### src/rtl/tl_pkg.sv
package tl_pkg;

  typedef enum logic [3:0] {
    ST_START,
    ST_S_GO, ST_S_AMB, ST_S_CLR,
    ST_W_GO, ST_W_AMB, ST_W_CLR,
    ST_N_GO, ST_N_AMB, ST_N_CLR,
    ST_E_GO, ST_E_AMB, ST_E_CLR
  } phase_e;

  typedef enum logic [1:0] {PK_START, PK_GO, PK_AMB, PK_CLR} kind_e;

  // strobes from control to the timebase
  typedef struct packed {
    logic  advance;
    kind_e kind;
  } ctrl_s;

  typedef struct packed {
    logic [3:0] left;
    logic [3:0] straight;
    logic [3:0] right;
    logic [3:0] amber;
    logic [3:0] red;
    logic [3:0] walkRed;
    logic [3:0] walkGreen;
  } lamp_s;

  function automatic kind_e kindOf(phase_e s);
    int n;
    kind_e k;
    if (s == ST_START) begin
      k = PK_START;
    end else begin
      n = int'(s) - 1;
      case (n % 3)
        0:       k = PK_GO;
        1:       k = PK_AMB;
        default: k = PK_CLR;
      endcase
    end
    return k;
  endfunction

  function automatic lamp_s lampsFor(phase_e s);
    lamp_s      o;
    logic [3:0] oh;
    int         n;
    o = '0;
    if (s == ST_START) begin
      o.red     = 4'hF;
      o.walkRed = 4'hF;
    end else begin
      n  = int'(s) - 1;
      oh = 4'b0001 << (n / 3);
      o.left = oh;
      o.red  = ~oh;
      case (n % 3)
        0: begin
          o.straight  = oh;
          o.right     = oh;
          o.walkGreen = 4'hF;
          if (oh[0]) o.left[3] = 1'b1;
        end
        1: begin
          o.amber     = oh;
          o.walkGreen = 4'hF;
        end
        default: o.walkRed = 4'hF;
      endcase
    end
    return o;
  endfunction

endpackage

### src/rtl/tl_timebase.sv
module tl_timebase
  import tl_pkg::*;
#(
  parameter int DIV_COUNT   = 4000000,
  parameter int GO_TICKS    = 5,
  parameter int AMBER_TICKS = 2,
  parameter int CLEAR_TICKS = 1,
  parameter int START_TICKS = 1
) (
  input  logic  clk,
  input  logic  rst,
  input  ctrl_s ctrl,
  output logic  tick,
  output logic  phaseDone
);
  localparam int DW   = (DIV_COUNT > 1) ? $clog2(DIV_COUNT) : 1;
  localparam int MAX1 = (GO_TICKS > AMBER_TICKS) ? GO_TICKS : AMBER_TICKS;
  localparam int MAX2 = (CLEAR_TICKS > START_TICKS) ? CLEAR_TICKS : START_TICKS;
  localparam int MAXT = (MAX1 > MAX2) ? MAX1 : MAX2;
  localparam int TW   = $clog2(MAXT + 1);

  logic [DW-1:0] divCnt;
  logic [TW-1:0] phaseCnt;
  logic [TW-1:0] limit;

  assign tick = (divCnt == DW'(DIV_COUNT - 1));

  always_ff @(posedge clk or posedge rst) begin
    if (rst)       divCnt <= '0;
    else if (tick) divCnt <= '0;
    else           divCnt <= divCnt + 1'b1;
  end

  always_comb begin
    case (ctrl.kind)
      PK_GO:   limit = TW'(GO_TICKS);
      PK_AMB:  limit = TW'(AMBER_TICKS);
      PK_CLR:  limit = TW'(CLEAR_TICKS);
      default: limit = TW'(START_TICKS);
    endcase
  end

  assign phaseDone = (phaseCnt == limit - TW'(1));

  always_ff @(posedge clk or posedge rst) begin
    if (rst)               phaseCnt <= '0;
    else if (ctrl.advance) phaseCnt <= '0;
    else if (tick)         phaseCnt <= phaseCnt + 1'b1;
  end
endmodule

### src/rtl/tl_sequencer.sv
module tl_sequencer
  import tl_pkg::*;
(
  input  logic   clk,
  input  logic   rst,
  input  logic   tick,
  input  logic   phaseDone,
  output ctrl_s  ctrl,
  output phase_e stateNow,
  output lamp_s  lamps
);
  phase_e stateNext;

  always_comb begin
    if (stateNow == ST_E_CLR) stateNext = ST_S_GO;
    else                      stateNext = phase_e'(stateNow + 4'd1);
  end

  assign ctrl.advance = tick && phaseDone;
  assign ctrl.kind    = kindOf(stateNow);

  always_ff @(posedge clk or posedge rst) begin
    if (rst) begin
      stateNow <= ST_START;
      lamps    <= lampsFor(ST_START);
    end else if (ctrl.advance) begin
      stateNow <= stateNext;
      lamps    <= lampsFor(stateNext);
    end
  end
endmodule

### src/rtl/tl_junction.sv
module tl_junction
  import tl_pkg::*;
#(
  parameter int DIV_COUNT   = 4000000,
  parameter int GO_TICKS    = 5,
  parameter int AMBER_TICKS = 2,
  parameter int CLEAR_TICKS = 1,
  parameter int START_TICKS = 1
) (
  input  logic       clk,
  input  logic       rst,
  output logic [3:0] turnLeft,
  output logic [3:0] goStraight,
  output logic [3:0] turnRight,
  output logic [3:0] amber,
  output logic [3:0] stopRed,
  output logic [3:0] walkRed,
  output logic [3:0] walkGreen
);
  ctrl_s  ctrl;
  logic   tick;
  logic   phaseDone;
  phase_e stateNow;
  lamp_s  lamps;

  tl_timebase #(
    .DIV_COUNT(DIV_COUNT), .GO_TICKS(GO_TICKS), .AMBER_TICKS(AMBER_TICKS),
    .CLEAR_TICKS(CLEAR_TICKS), .START_TICKS(START_TICKS)
  ) u_timebase (
    .clk(clk), .rst(rst), .ctrl(ctrl), .tick(tick), .phaseDone(phaseDone)
  );

  tl_sequencer u_seq (
    .clk(clk), .rst(rst), .tick(tick), .phaseDone(phaseDone),
    .ctrl(ctrl), .stateNow(stateNow), .lamps(lamps)
  );

  assign turnLeft   = lamps.left;
  assign goStraight = lamps.straight;
  assign turnRight  = lamps.right;
  assign amber      = lamps.amber;
  assign stopRed    = lamps.red;
  assign walkRed    = lamps.walkRed;
  assign walkGreen  = lamps.walkGreen;
endmodule

### config.mk
export PLATFORM = sky130hd
export DESIGN_NAME = tl_junction
export DESIGN_NICKNAME = d
export VERILOG_FILES = /design/src/rtl/tl_pkg.sv /design/src/rtl/tl_timebase.sv /design/src/rtl/tl_sequencer.sv /design/src/rtl/tl_junction.sv
export SDC_FILE = /design/constraint.sdc
export NUM_CORES = 1
export LEC_CHECK = 0
export ABC_AREA = 1
export CORE_ASPECT_RATIO = 1.75
export CORE_UTILIZATION = 57
export DETAILED_ROUTE_END_ITERATION = 10
export GPL_ROUTABILITY_DRIVEN = 0
export HOLD_SLACK_MARGIN = 0.08
export PLACE_DENSITY_LB_ADDON = 0.15
export SYNTH_ARGS = -nofsm -noshare
export SYNTH_HDL_FRONTEND = slang
export SYNTH_SLANG_ARGS = --single-unit
### constraint.sdc
create_clock -name clk -period 5.83 [get_ports clk]
set_input_delay 1.166 -clock clk [delete_from_list [all_inputs] [get_ports clk]]
set_output_delay 1.166 -clock clk [all_outputs]
set_load 0.1 [all_outputs]
### Word-level counts from Yosys, hierarchy flattened

Cells that the tools add are included.
W data, S select, Z words.

| word-level totals | value |
|---|---|
| bits in registers | 57 |
| input bits | 2 |
| output and inout port bits | 28 |

| operators by class | value |
|---|---|
| $add $sub $neg | 6 |
| divide/modulo/power cells | 3 |
| equality and inequality tests | 7 |
| shifts and indexed selects | 1 |
| mux-type cells | 16 |
| bitwise operators | 1 |
| reductions and logical operators | 7 |

Operators by type and width:

| cell | number |
|---|---|
| $eq A32 B1 Y1 const B | 2 |
| $logic_not A32 Y1 | 2 |
| $mod A32 B3 Y32 const B | 2 |
| $div A32 B3 Y32 const B | 1 |
| $shl A1 B32 Y4 const A | 1 |
| $add A22 B1 Y22 const B | 1 |
| $eq A22 B22 Y1 const B | 1 |
| $mux W22 | 1 |
| $mux W4 | 5 |
| $mux W16 | 1 |
| $mux W8 | 2 |
| $sub A4 B1 Y5 const B | 2 |
| $logic_not A4 Y1 | 2 |
| $mux W3 | 2 |
| $pmux W3 S2 | 1 |
| $add A4 B1 Y4 const B | 1 |
| $eq A4 B4 Y1 const B | 1 |
| $not A4 Y4 | 1 |
| $pmux W2 S2 | 1 |
| $add A3 B1 Y3 const B | 1 |
| $eq A3 B3 Y1 | 1 |
| $sub A3 B1 Y3 const B | 1 |
| $eq A2 B1 Y1 const B | 1 |
| $eq A2 B2 Y1 const B | 1 |
| other kinds (5) | 6 |

### Logic depth before layout (Yosys ltp)

Gate-level depths: netlist (run 1).

| depth | value |
|---|---|
| depth after elaboration | 11 |
| depth in mapped cells | 40 |

### Cells and area by module

From an unflattened synthesis (run 1), not the netlist that was laid out.

| second synthesis, totals | value |
|---|---|
| cells, all modules | 610 |
| area total of the unflattened synthesis | 4197.8 sq um |

By module, submodules not included:

| module | times used | cells an instance | area each (sq um) | sequential area each (sq um) |
|---|---|---|---|---|
| tl_sequencer | 1 | 390 | 2626.3 | 556.8 |
| tl_timebase | 1 | 220 | 1571.5 | 625.6 |

### Worst setup path after synthesis (run 1)

OpenSTA, ideal clock, no wires.

| timing | value |
|---|---|
| path type | register to register |
| start | register u_seq.stateNow[0] |
| end | register, netlist name u_seq.lamps[13] |
| library setup time | 74 ps |
| data arrival time | 4839 ps |
| required time | 5756 ps |
| setup slack | 917 ps |
| cell stages (with the launch flop) | 37 |
| buffers on the path | 2 |
| period minus slack after synthesis | 4913 ps |
| cell sequence | dfrtp_1 > inv_2 > ha_1 > inv_1 > nand2_1 > nor2_2 > nand2_1 > nand3_2 > nand2_1 > inv_1 > ha_1 > buf_1 > nor2_1 > inv_1 > nand2_1 > ha_1 > nand3b_1 > nor2_4 > nand2_1 > nand2_1 > inv_1 > ha_1 > inv_1 > nand3_1 > inv_1 > nand3_2 > buf_6 > nand2_2 > nand2_2 > ha_1 > inv_1 > nor2_1 > a211oi_2 > nand3_2 > nor2_2 > nand2_1 > o21ai_2 |

RTL lines:

| element | RTL line | source |
|---|---|---|
| start, declared | tl_sequencer.sv:9 | `output phase_e stateNow,` |
| start signal, assigned | tl_sequencer.sv:27 | `stateNow <= stateNext;` |
| $add A4 B1 Y4 or $eq A4 B4 Y1 (tied branches) | tl_sequencer.sv:16, tl_sequencer.sv:15 |  |
| $mux W4 * | tl_sequencer.sv:15 | `if (stateNow == ST_E_CLR) stateNext = ST_S_GO;` |
| via u_seq.stateNext[1] | tl_sequencer.sv:12 | `phase_e stateNext;` |
| $sub A4 B1 Y5 | tl_pkg.sv:54 | `n = int'(s) - 1;` |
| $mod A32 B3 Y32 or $div A32 B3 Y32 (tied branches) | tl_pkg.sv:58, tl_pkg.sv:55 |  |
| $eq A32 B1 Y1 or $shl A1 B32 Y4 (tied branches) | tl_pkg.sv:58, tl_pkg.sv:55 |  |
| $mux W4 | tl_pkg.sv:58 | `case (n % 3)` |
| $mux W16 * | tl_pkg.sv:50 | `if (s == ST_START) begin` |

The timed path passes the listed nets; every way through them passes the cells marked *.
A chain may end at the register's enable or synchronous reset.

### Worst setup path after layout (run 1)

| timing | value |
|---|---|
| start | register u_seq.stateNow[0] |
| end | register, netlist name u_seq.lamps[17] |

RTL lines:

| element | RTL line |
|---|---|
| $add A4 B1 Y4 or $eq A4 B4 Y1 (tied branches) | tl_sequencer.sv:16, tl_sequencer.sv:15 |
| $mux W4 * | tl_sequencer.sv:15 |
| via u_seq.stateNext[1] | tl_sequencer.sv:12 |
| $sub A4 B1 Y5 | tl_pkg.sv:54 |
| $mod A32 B3 Y32 or $div A32 B3 Y32 (tied branches) | tl_pkg.sv:58, tl_pkg.sv:55 |
| $logic_not A32 Y1 or $shl A1 B32 Y4 (tied branches) | tl_pkg.sv:58, tl_pkg.sv:55 |
| $mux W8 | tl_pkg.sv:58 |
| $mux W16 * | tl_pkg.sv:50 |

Marked as above.

==> results by group, run 1 <==
Critical path
  – CP Data Required Time: 6.04 ns
  – CP max stage delay: 0.48 ns
  – Critical path type: reg -> reg
  – Register-to-register setup slack: between 0.5 and 0.6 ns
  – Crit Path Max Fanout: 11
  – Slowest cell on the critical path: dfrtp_2
  – Crit path DAT: approximately 5.5 ns
  – Startpoint Class: flop
  – Crit. End Element: flop

Finish
  – P&R area growth vs syn: 11.0%
  – Fin nets: 629
  – Post-Layout Inst Area: approximately 4600 um2
  – Layout cell share with drive strength beyond 1: 0.191
  – Filler cells: roughly 670
  – FF/Latch Area: about 1200 um2
  – Area of the multi-input gates: 2510 um2
  – Ant diodes: 0
  – Finished Layout Cells: around 700

Route
  – Post-Route WL: ~8800 um
  – DRT antenna net count: 0
  – DR vias/cell: ~5.3
  – Drt pass-1 iters: 4
  – Drt wl/cell: between 10 and 15 um
  – DRC Markers: 0
  – Vias: about 3,700
  – Initial DRC count: just over 200

Power and ir drop
  – Peak VDD IR: ~110 uV
  – Power per cell area: 137 nW/um2
  – Leakage: 2.44 nW

Synthesis
  – Post-synth EDFFs: 0
  – Post-synth ARST share: 1.00
  – Top_reg_cell synth: dfrtp_1
  – Post-synth top area share: 0.253
  – Seq/Total Area, Yosys: 0.284
  – #FFs+latches synth: between 40 and 50
  – Top cells by area, synth: dfrtp_1 25%, nand2_1 13%, inv_1 7.7%
  – Synth warnings: 0
  – Cell accounting for the most synthesized area: dfrtp_1
  – Post-Syn Area per Cell: ~7.0 um2
  – Synthesized cell area: 4160 um2
  – Most numerous cell in the Yosys netlist: nand2_1
  – Post-synth top cells: 149 x nand2_1, 85 x inv_1, 55 x nand3_1
  – Netlist cell types: 43
  – Syn Inst Count: around 590
  – Post-Syn Nets: just over 600

Floorplan
  – Num rows: 40
  – Core area: ~7000 um2
  – # IOs: 30
  – Die height: ~120 um
  – Chip width: 66.6 um
  – Full die area: 7660 um2
  – Starting Density: 0.598

Run
  – Max_cap viols: 0

Global route
  – Pin count of the biggest net entering global routing: 48
  – Vias in the first global route: between 3,000 and 4,000
  – Initial antenna violation count: 0
  – Overall Global Routing Usage: 0.254
  – First-pass GRT wire length: ~15,000 um
  – Gr ovfl total: 0

STA
  – Tmin final: 5.32 ns
  – RSZ-0062 raised after global routing: no
  – Max Clk Rate: around 190 MHz
  – Final setup vio count: 0
  – Final hold vios: 0
  – Final setup TNS: 0 ns
  – Final period util: 0.912
  – Slew @ Worst Pin: slightly below 1 ns
  – Slew HR: 0.335
  – Fin. max-slew vios: 0
  – Clock Skew: between 0.004 and 0.005 ns
  – Final worst slack: roughly 0.5 ns

Clocking
  – CTS tree: yes
  – Clock Latency Late Sink: 0.29 ns
  – H-Tree Depth: 2
  – Clock root buffer: clkbuf_16
  – CTS Buffer Depth: 2
  – Clock-pin slew on the worst setup and hold paths: roughly 0.060 ns
  – Hold Buf Count CTS: 0
  – Cts bufs inserted: 5
  – Sink Count: 47

Placement
  – Post-DP Area: around 4400 um2
  – IO Port Bufs: 29
  – Place WS: ~0.17 ns
  – Placed insts: approximately 700
  – Hpwl dp: 7030 um

Worst hold path
  – HP Class: reg -> reg

Outcome
  – Run status: finished clean
what timing repair did:
item	4_1_cts	5_1_grt
endpoints found under the setup margin	0	18
gates resized for setup	0	7
setup buffers	0	0
cell type report:
cell class | instances | share of cell area
Clock buffer | 7 | 0.0331
Clock inverter | 1 | 0.00163
Inverter | 94 | 0.0770
Multi-Input combinational cell | 432 | 0.544
Sequential cell | 47 | 0.257
Tap cell | 84 | 0.0228
Timing Repair Buffer | 30 | 0.0645
cell families (layout without fill, tap and decap cells):
kind of cell,after synthesis,in the layout,synth area share
flip-flops,47,47,0.284
adder cells (fa/ha/maj),17,17,0.0511
XOR/XNOR,9,9,0.0189
AO/OA/AOI/OAI,56,56,0.0896
buffers and inverters,112,132,0.119
AND/OR/NAND/NOR,350,350,0.437
where the power goes:
group | switching, W | internal [W] | leakage [nW]
clock | 0.000119 | 0.000182 | 0.0761
sequential | 0 | 0.000326 | 0.621
combinational | 0.00000604 | 0.000000640 | 1.75
total | 0.000125 | 0.000509 | 2.44
metal layers:
| layer | vias up | share of wire | track usage | wire length (um) |
|---|---|---|---|---|
| met3 | 10 | 0.017 | 0.0188 | 147 |
| li1 | 1914 | - | - | - |
| met1 | 1734 | 0.38 | 0.275 | 3340 |
| met4 | 0 | 0.017 | 0.0908 | 148 |
| met2 | 52 | 0.59 | 0.492 | 5160 |
| met5 | - | 0 | 0 | 0 |
flip-flops by register name, summed over array words and instances, names as in the netlist:
signal / cells
u_seq.stateNow: 4
u_timebase.phaseCnt: 3
u_timebase.divCnt: 22
u_seq.lamps: 18
path summary, 6_finish.rpt:
kind / start / cells after the start / endpoint
setup / recovery: u_seq.stateNow[0] / 34 / u_seq.lamps[17]
hold / removal: u_seq.lamps[9] / 2 / u_seq.lamps[9]
setup reg to reg: u_seq.stateNow[0] / 34 / u_seq.lamps[17]
hold reg to reg: u_seq.lamps[9] / 2 / u_seq.lamps[9]
max in group asynchronous: rst / 2 / u_seq.stateNow[0]
min in group asynchronous: rst / 2 / u_timebase.divCnt[3]
placed cells by master, fill, tap and decap left out, types with 3 or more instances in the layout:
cell / count
nand2_4: 12
o21ai_0: 15
nand3_1: 55
nor2_2: 12
nand4_1: 13
a21oi_1: 19
clkdlybuf4s50_1: 29
or2_2: 3
o21ai_2: 12
nor2_1: 42
nor2_4: 3
nand2_2: 23
inv_1: 84
nor3_1: 10
dfrtp_1: 40
nor4_1: 4
xor2_1: 8
inv_2: 9
nand3_4: 3
nand2_1: 149
clkbuf_16: 5
nand3_2: 13
dfstp_2: 5
ha_1: 15
worst max-delay path, delay by kind of cell, from the launching register on:
| kind | cells | cell delay (ns) |
|---|---|---|
| buffers and inverters | 9 | 0.95 |
| flip-flops | 1 | 0.48 |
| AND/OR/NAND/NOR | 18 | 2.13 |
| AO/OA/AOI/OAI | 2 | 0.38 |
| adder cells (fa/ha/maj) | 5 | 1.27 |
per-stage QoR:
stage                     power (W)  hold WS (ns)  utilization
after detailed placement   0.000340         0.476        0.636
after CTS                  0.000639         0.486        0.659
final                      0.000634         0.488        0.664
after floorplan            0.000337         0.462            -
after global routing       0.000654         0.506        0.664
after global placement     0.000339         0.467        0.636
Note: power is estimated with default switching activity, not from simulation.
==> run 2: changes to the inputs <==
CAP_MARGIN = 20   (was unset)
DONT_BUFFER_PORTS = 1   (was unset)
SKIP_LAST_GASP = 1   (was unset)
==> run 2 against run 1 <==
Net effect:
- sequential share of layout area rose by 1.7 points
- non-clock buffer count shrank 27
- clock power up 9.6%
- via count decreased by 2.6%
- maximum frequency fell by 0.20%
- largest cell class unchanged
- sequential power about the same
- register-to-register slack about the same
- die area stayed put
- core utilization shrank 3.6 points
==> results by group, run 2 (synthesized netlist as in run 1, its figures left out) <==
Outcome
  – Run status: finished clean

STA
  – Clock Skew: 0.00983 ns (+0.00494 ns)
  – Final setup vio count: 0 (unchanged)
  – Max Clk Rate: 188 MHz (-0.20%)
  – Slew @ Worst Pin: 1.11 ns (+0.117 ns)
  – Final hold vios: 0 (unchanged)
  – Final worst slack: 0.503 ns (-0.0106 ns)
  – Tmin final: 5.33 ns (+0.0106 ns)
  – Slew HR: 0.259 (-0.0756)
  – Fin. max-slew vios: 0 (unchanged)
  – RSZ-0062 raised after global routing: no
  – Final setup TNS: 0 ns (unchanged)
  – Final period util: 0.914 (+0.00181)
  – Final hold slack: 0.511 ns (+0.0230 ns)

Power and ir drop
  – Peak VDD IR: 204 uV (+83%)
  – Leakage: 2.36 nW (-3.5%)
  – Power per cell area: 152 nW/um2 (+11%)

Placement
  – Place WS: 0.238 ns (+0.0714 ns)
  – Hpwl dp: 7070 um (+0.64%)
  – IO Port Bufs: 0 (-100%)

Finish
  – Largest registers: u_timebase.divCnt (22), u_seq.lamps (18), u_seq.stateNow (4)
  – Reg with most FFs: u_timebase.divCnt
  – Max FFs per register: 22 (unchanged)
  – P&R area growth vs syn: 4.96%
  – Area of the multi-input gates: 2500 um2 (-0.40%)
  – Commonest non-fill, non-tap cells in the layout: 149 x nand2_1, 84 x inv_1, 55 x nand3_1, 42 x nor2_1, 36 x dfrtp_1
  – FF/Latch Area: 1200 um2 (+0.95%)
  – Ant diodes: 0 (unchanged)
  – Layout cell share with drive strength beyond 1: 0.209 (+0.0174)
  – Commonest non-fill, non-tap cell in the layout: nand2_1
  – Filler cells: 654 (-1.7%)
  – Fin nets: 602 (-4.3%)
  – Finished Core Util: 0.628 (-0.0360)

Clocking
  – H-Tree Depth: 2 (unchanged)
  – Hold Buf Count CTS: 0 (unchanged)
  – CTS tree: yes
  – Post-CTS resize count: 0 (unchanged)
  – Cts bufs inserted: 5 (unchanged)
  – Clock root buffer: clkbuf_16
  – CTS Buffer Depth: 2 (unchanged)
  – Clock Latency Late Sink: 0.29 ns (about the same)
  – Sink Count: 47 (unchanged)
  – Post CTS Setup Buffer Count: 0 (unchanged)
  – Clock-pin slew on the worst setup and hold paths: 0.07 ns (about the same)

Route
  – Post-Route WL: 8990 um (+2.1%)
  – DRC Markers: 0 (unchanged)
  – DRT antenna net count: 0 (unchanged)
  – Initial DRC count: 142 (-30%)
  – Drt pass-1 iters: 4 (unchanged)
  – Drt wl/cell: 13.5 um (+6.3%)
  – DR vias/cell: 5.41 (+1.3%)
  – Vias: 3,613 (-2.6%)

Global route
  – Overall Global Routing Usage: 0.252 (-0.00151)
  – Initial antenna violation count: 0 (unchanged)
  – Pin count of the biggest net entering global routing: 48 (unchanged)
  – First-pass GRT wire length: 15,200 um (-1.5%)
  – Gr ovfl total: 0 (unchanged)
  – Vias in the first global route: 3,528 (-3.0%)

Critical path
  – Crit Path Max Fanout: 11 (unchanged)
  – Critical path type: reg -> reg
  – Crit. End Element: flop
  – CP Data Required Time: 6.03 ns (about the same)
  – Top Family by Delay on Critical Path: simple AND/OR/NAND/NOR gates
  – Startpoint Class: flop
  – Buffers and inverters on the worst path: 9 (unchanged)
  – CP max stage delay: 0.45 ns (-0.03 ns)
  – Slowest cell on the critical path: dfrtp_2
  – Cell repeated most along the worst path: inv_1
  – Crit path DAT: 5.53 ns (about the same)

Floorplan
  – Starting Density: 0.598 (unchanged)
  – Chip width: 66.6 um (unchanged)
  – Core area: 6960 um2 (unchanged)
  – # IOs: 30 (unchanged)
  – Die height: 115 um (unchanged)
  – Num rows: 40 (unchanged)
  – Full die area: 7660 um2 (unchanged)

Worst hold path
  – HP Class: reg -> reg

Run
  – Max_cap viols: 0 (unchanged)
[run 2: per-layer routing]
layer  vias up  track usage  wire length [um]
met4         0       0.0936               214
li1       1855            -                 -
met2        47        0.496              5190
met5         -            0                 0
met3        17       0.0228               123
met1      1694        0.263              3460
[run 2: layout make-up]
cell class                 instances  share of cell area
clock inverter                     3              0.0106
sequential                        47               0.274
clock buffer                       5              0.0287
tap                               84              0.0241
inverter                          94              0.0814
timing repair buffer               3             0.00802
multi-input combinational        432               0.573
[run 2: worst paths after layout]
check                                      from                   end  slack (ns)  cells past startpoint
min reg2reg                u_timebase.divCnt[2]  u_timebase.divCnt[2]        0.51                      1
min                        u_timebase.divCnt[2]  u_timebase.divCnt[2]        0.51                      1
max in group asynchronous                   rst       u_seq.lamps[10]        4.75                      2
max                           u_seq.stateNow[1]       u_seq.lamps[17]        0.50                     34
min in group asynchronous                   rst        u_seq.lamps[2]        0.61                      1
max reg2reg                   u_seq.stateNow[1]       u_seq.lamps[17]        0.50                     34
[run 2: report_power, final]
part / internal [W] / switching [W] / leakage [nW] / total (W)
combinational: 0.00000150 / 0.00000616 / 1.66 / 0.00000766
sequential: 0.000326 / 0 / 0.615 / 0.000326
clock: 0.000204 / 0.000127 / 0.0804 / 0.000330
[run 2: through the flow]
stage          instance area (um2)  std cells  power (W)
2_1_floorplan                 4160        591   0.000337
3_3_place_gp                  4150        659   0.000339
3_5_place_dp                  4150        659   0.000339
4_1_cts                       4330        667   0.000667
5_1_grt                       4370        668   0.000682
6_report                      4370        668   0.000664
==> run 3: changes to the inputs <==
clock period = 5.25 ns   (was 5.83 ns; I/O delays follow)
==> run 3 against run 2 <==
Net effect:
- die area is the same
- core utilization up 2.5 points
- power rose by 12%
- maximum frequency is 8.5% higher
- wire length is 5.8% higher
- clock-buffer cell count is the same
- final area increased by 4.0%
- register-to-register slack got worse by 0.16 ns
- first-iteration DRC count rose by 51%
- non-clock buffer count increased by 8
- sequential share of layout area fell by 1.1 points
- via count grew 2.7%
==> results by group, run 3 (synthesized netlist as in run 1, its figures left out) <==
Outcome
  – Run status: finished clean

Clocking
  – Sink Count: 47 (unchanged)
  – Cts bufs inserted: 5 (unchanged)
  – CTS Buffer Depth: 2 (unchanged)
  – CTS tree: yes
  – H-Tree Depth: 2 (unchanged)
  – Clock root buffer: clkbuf_16
  – Clock-pin slew on the worst setup and hold paths: 0.07 ns (about the same)
  – Clock Latency Late Sink: 0.29 ns (about the same)
  – Hold Buf Count CTS: 0 (unchanged)

Route
  – Drt wl/cell: 14.0 um (+4.3%)
  – Vias: 3,710 (+2.7%)
  – Initial DRC count: 215 (+51%)
  – Drt pass-1 iters: 4 (unchanged)
  – DRC Markers: 0 (unchanged)
  – DRT antenna net count: 0 (unchanged)
  – Post-Route WL: 9510 um (+5.8%)
  – DR vias/cell: 5.47 (+1.2%)

Finish
  – Filler cells: 627 (-4.1%)
  – Commonest non-fill, non-tap cells in the layout: 149 x nand2_1, 80 x inv_1, 54 x nand3_1, 40 x nor2_1, 36 x dfrtp_1
  – Layout cell share with drive strength beyond 1: 0.246 (+0.0369)
  – Largest registers: u_timebase.divCnt (22), u_seq.lamps (18), u_seq.stateNow (4)
  – Ant diodes: 0 (unchanged)
  – Fin nets: 612 (+1.7%)
  – Max FFs per register: 22 (unchanged)
  – Finished Layout Cells: 678 (+1.5%)
  – Reg with most FFs: u_timebase.divCnt
  – Post-Layout Inst Area: 4540 um2 (+4.0%)
  – P&R area growth vs syn: 9.20%
  – Commonest non-fill, non-tap cell in the layout: nand2_1

Placement
  – Hpwl dp: 7220 um (+2.0%)
  – Post-DP Area: 4190 um2 (+0.90%)
  – IO Port Bufs: 0 (unchanged)
  – Place WS: -0.0525 ns (-0.290 ns)
  – Placed insts: 664 (+0.76%)

STA
  – Final setup vio count: 0 (unchanged)
  – Slew HR: 0.0739 (-0.185)
  – Clock Skew: 0.00862 ns (-0.00121 ns)
  – Final hold vios: 0 (unchanged)
  – Final hold slack: 0.490 ns (-0.0207 ns)
  – Max Clk Rate: 204 MHz (+8.5%)
  – Final period util: 0.936 (+0.0218)
  – Slew @ Worst Pin: 1.38 ns (+0.265 ns)
  – Fin. max-slew vios: 0 (unchanged)
  – Tmin final: 4.91 ns (-0.415 ns)
  – Final worst slack: 0.338 ns (-0.165 ns)

Global route
  – Initial antenna violation count: 0 (unchanged)
  – Pin count of the biggest net entering global routing: 48 (unchanged)
  – First-pass GRT wire length: 15,200 um (+0.27%)
  – Gr ovfl total: 0 (unchanged)
  – Vias in the first global route: 3,546 (+0.51%)
  – Overall Global Routing Usage: 0.255 (+0.00247)

Power and ir drop
  – Power per cell area: 164 nW/um2 (+7.9%)
  – Logic pwr share: 0.012 (about the same)
  – Leakage: 2.42 nW (+2.5%)
  – Int Pwr: 0.000591 W (+11%)
  – Peak VDD IR: 172 uV (-16%)
  – Final Power: 0.000745 W (+12%)
  – Switching share of power: 0.207 (+0.00695)
  – Clk pwr share: 0.503 (+0.005)
  – Switching pwr: 0.000154 W (+16%)
  – Share of power burned in registers: 0.486 (-0.005)

Critical path
  – Critical path type: reg -> reg
  – Startpoint Class: flop
  – Cell repeated most along the worst path: nand2_1
  – CP Data Required Time: 5.47 ns (-0.56 ns)
  – Crit Path Max Fanout: 8 (-3)
  – CP max stage delay: 0.40 ns (-0.05 ns)
  – Slowest cell on the critical path: dfrtp_1
  – Crit. End Element: flop
  – Crit path DAT: 5.13 ns (-0.40 ns)

Floorplan
  – # IOs: 30 (unchanged)
  – Starting Density: 0.598 (unchanged)
  – Num rows: 40 (unchanged)
  – Chip width: 66.6 um (unchanged)
  – Die height: 115 um (unchanged)
  – Core area: 6960 um2 (unchanged)
  – Full die area: 7660 um2 (unchanged)

Worst hold path
  – HP Class: in -> async

Run
  – Max_cap viols: 0 (unchanged)
## run 3: changes by cell type in the layout (fill, tap and decap cells not counted), sizes merged
cell,before,now
buf,3,11
clkinv,0,1
clkinvlp,1,0
nand2,185,186
nand3,71,72
## run 3: timing repair
| item | in CTS | in global routing |
|---|---|---|
| endpoints found under the setup margin | 13 | 25 |
| setup buffers | 0 | 3 |
| gates resized for setup | 2 | 27 |
| pin swaps | 0 | 4 |
| gates cloned | 0 | 2 |
## run 3: path summary, 6_finish.rpt
| path | startpoint | slack, ns | depth (start not counted) | endpoint |
|---|---|---|---|---|
| worst max-delay path | u_seq.stateNow[0] | 0.34 | 35 | u_seq.lamps[13] |
| worst min-delay path | rst | 0.49 | 1 | u_seq.lamps[2] |
| worst max register to register | u_seq.stateNow[0] | 0.34 | 35 | u_seq.lamps[13] |
| worst min register to register | u_timebase.divCnt[4] | 0.51 | 2 | u_timebase.divCnt[4] |
| max in group asynchronous | rst | 4.28 | 2 | u_seq.lamps[8] |
| min in group clk | u_timebase.divCnt[4] | 0.51 | 2 | u_timebase.divCnt[4] |
## run 3: power by group through the flow
stage / clock network (W) / logic, W / registers [W]
after floorplan: 0 / 0.00000527 / 0.000369
after CTS: 0.000376 / 0.00000729 / 0.000362
after global routing: 0.000390 / 0.0000103 / 0.000362
after global placement: 0 / 0.00000707 / 0.000369
after detailed placement: 0 / 0.00000731 / 0.000369
final: 0.000375 / 0.00000870 / 0.000362
## run 3: layout make-up
| cell class | instances | area, um2 | share of cell area |
|---|---|---|---|
| Multi-Input combinational cell | 434 | 2620 | 0.576 |
| Sequential cell | 47 | 1200 | 0.263 |
| Inverter | 94 | 355 | 0.0782 |
| Clock buffer | 5 | 125 | 0.0275 |
| Tap cell | 84 | 105 | 0.0231 |
| Timing Repair Buffer | 11 | 95.1 | 0.0209 |
| Clock inverter | 3 | 47.5 | 0.0105 |
## run 3: layer usage
metal / vias up / GRT usage / share of wire / wire (um)
met5: - / 0 / 0 / 0
met4: 0 / 0.106 / 0.031 / 298
met3: 20 / 0.0268 / 0.019 / 183
met2: 57 / 0.506 / 0.58 / 5540
met1: 1759 / 0.254 / 0.37 / 3490
li1: 1874 / - / - / -
## run 3: critical path: cells and delay by family (launching register included)
family / cells / cell delay (ns)
buffers and inverters: 9 / 0.84
DFF: 1 / 0.40
and+or+nand+nor: 19 / 2.07
AOI/OAI and AO/OA: 2 / 0.35
adders and majority gates: 5 / 1.17
## run 3: through the flow
step	util	TNS (ns)
floorplan	-	0
global placement	0.603	0
detailed placement	0.603	-0.145
CTS	0.629	0
global route	0.653	-0.0475
finish	0.653	0
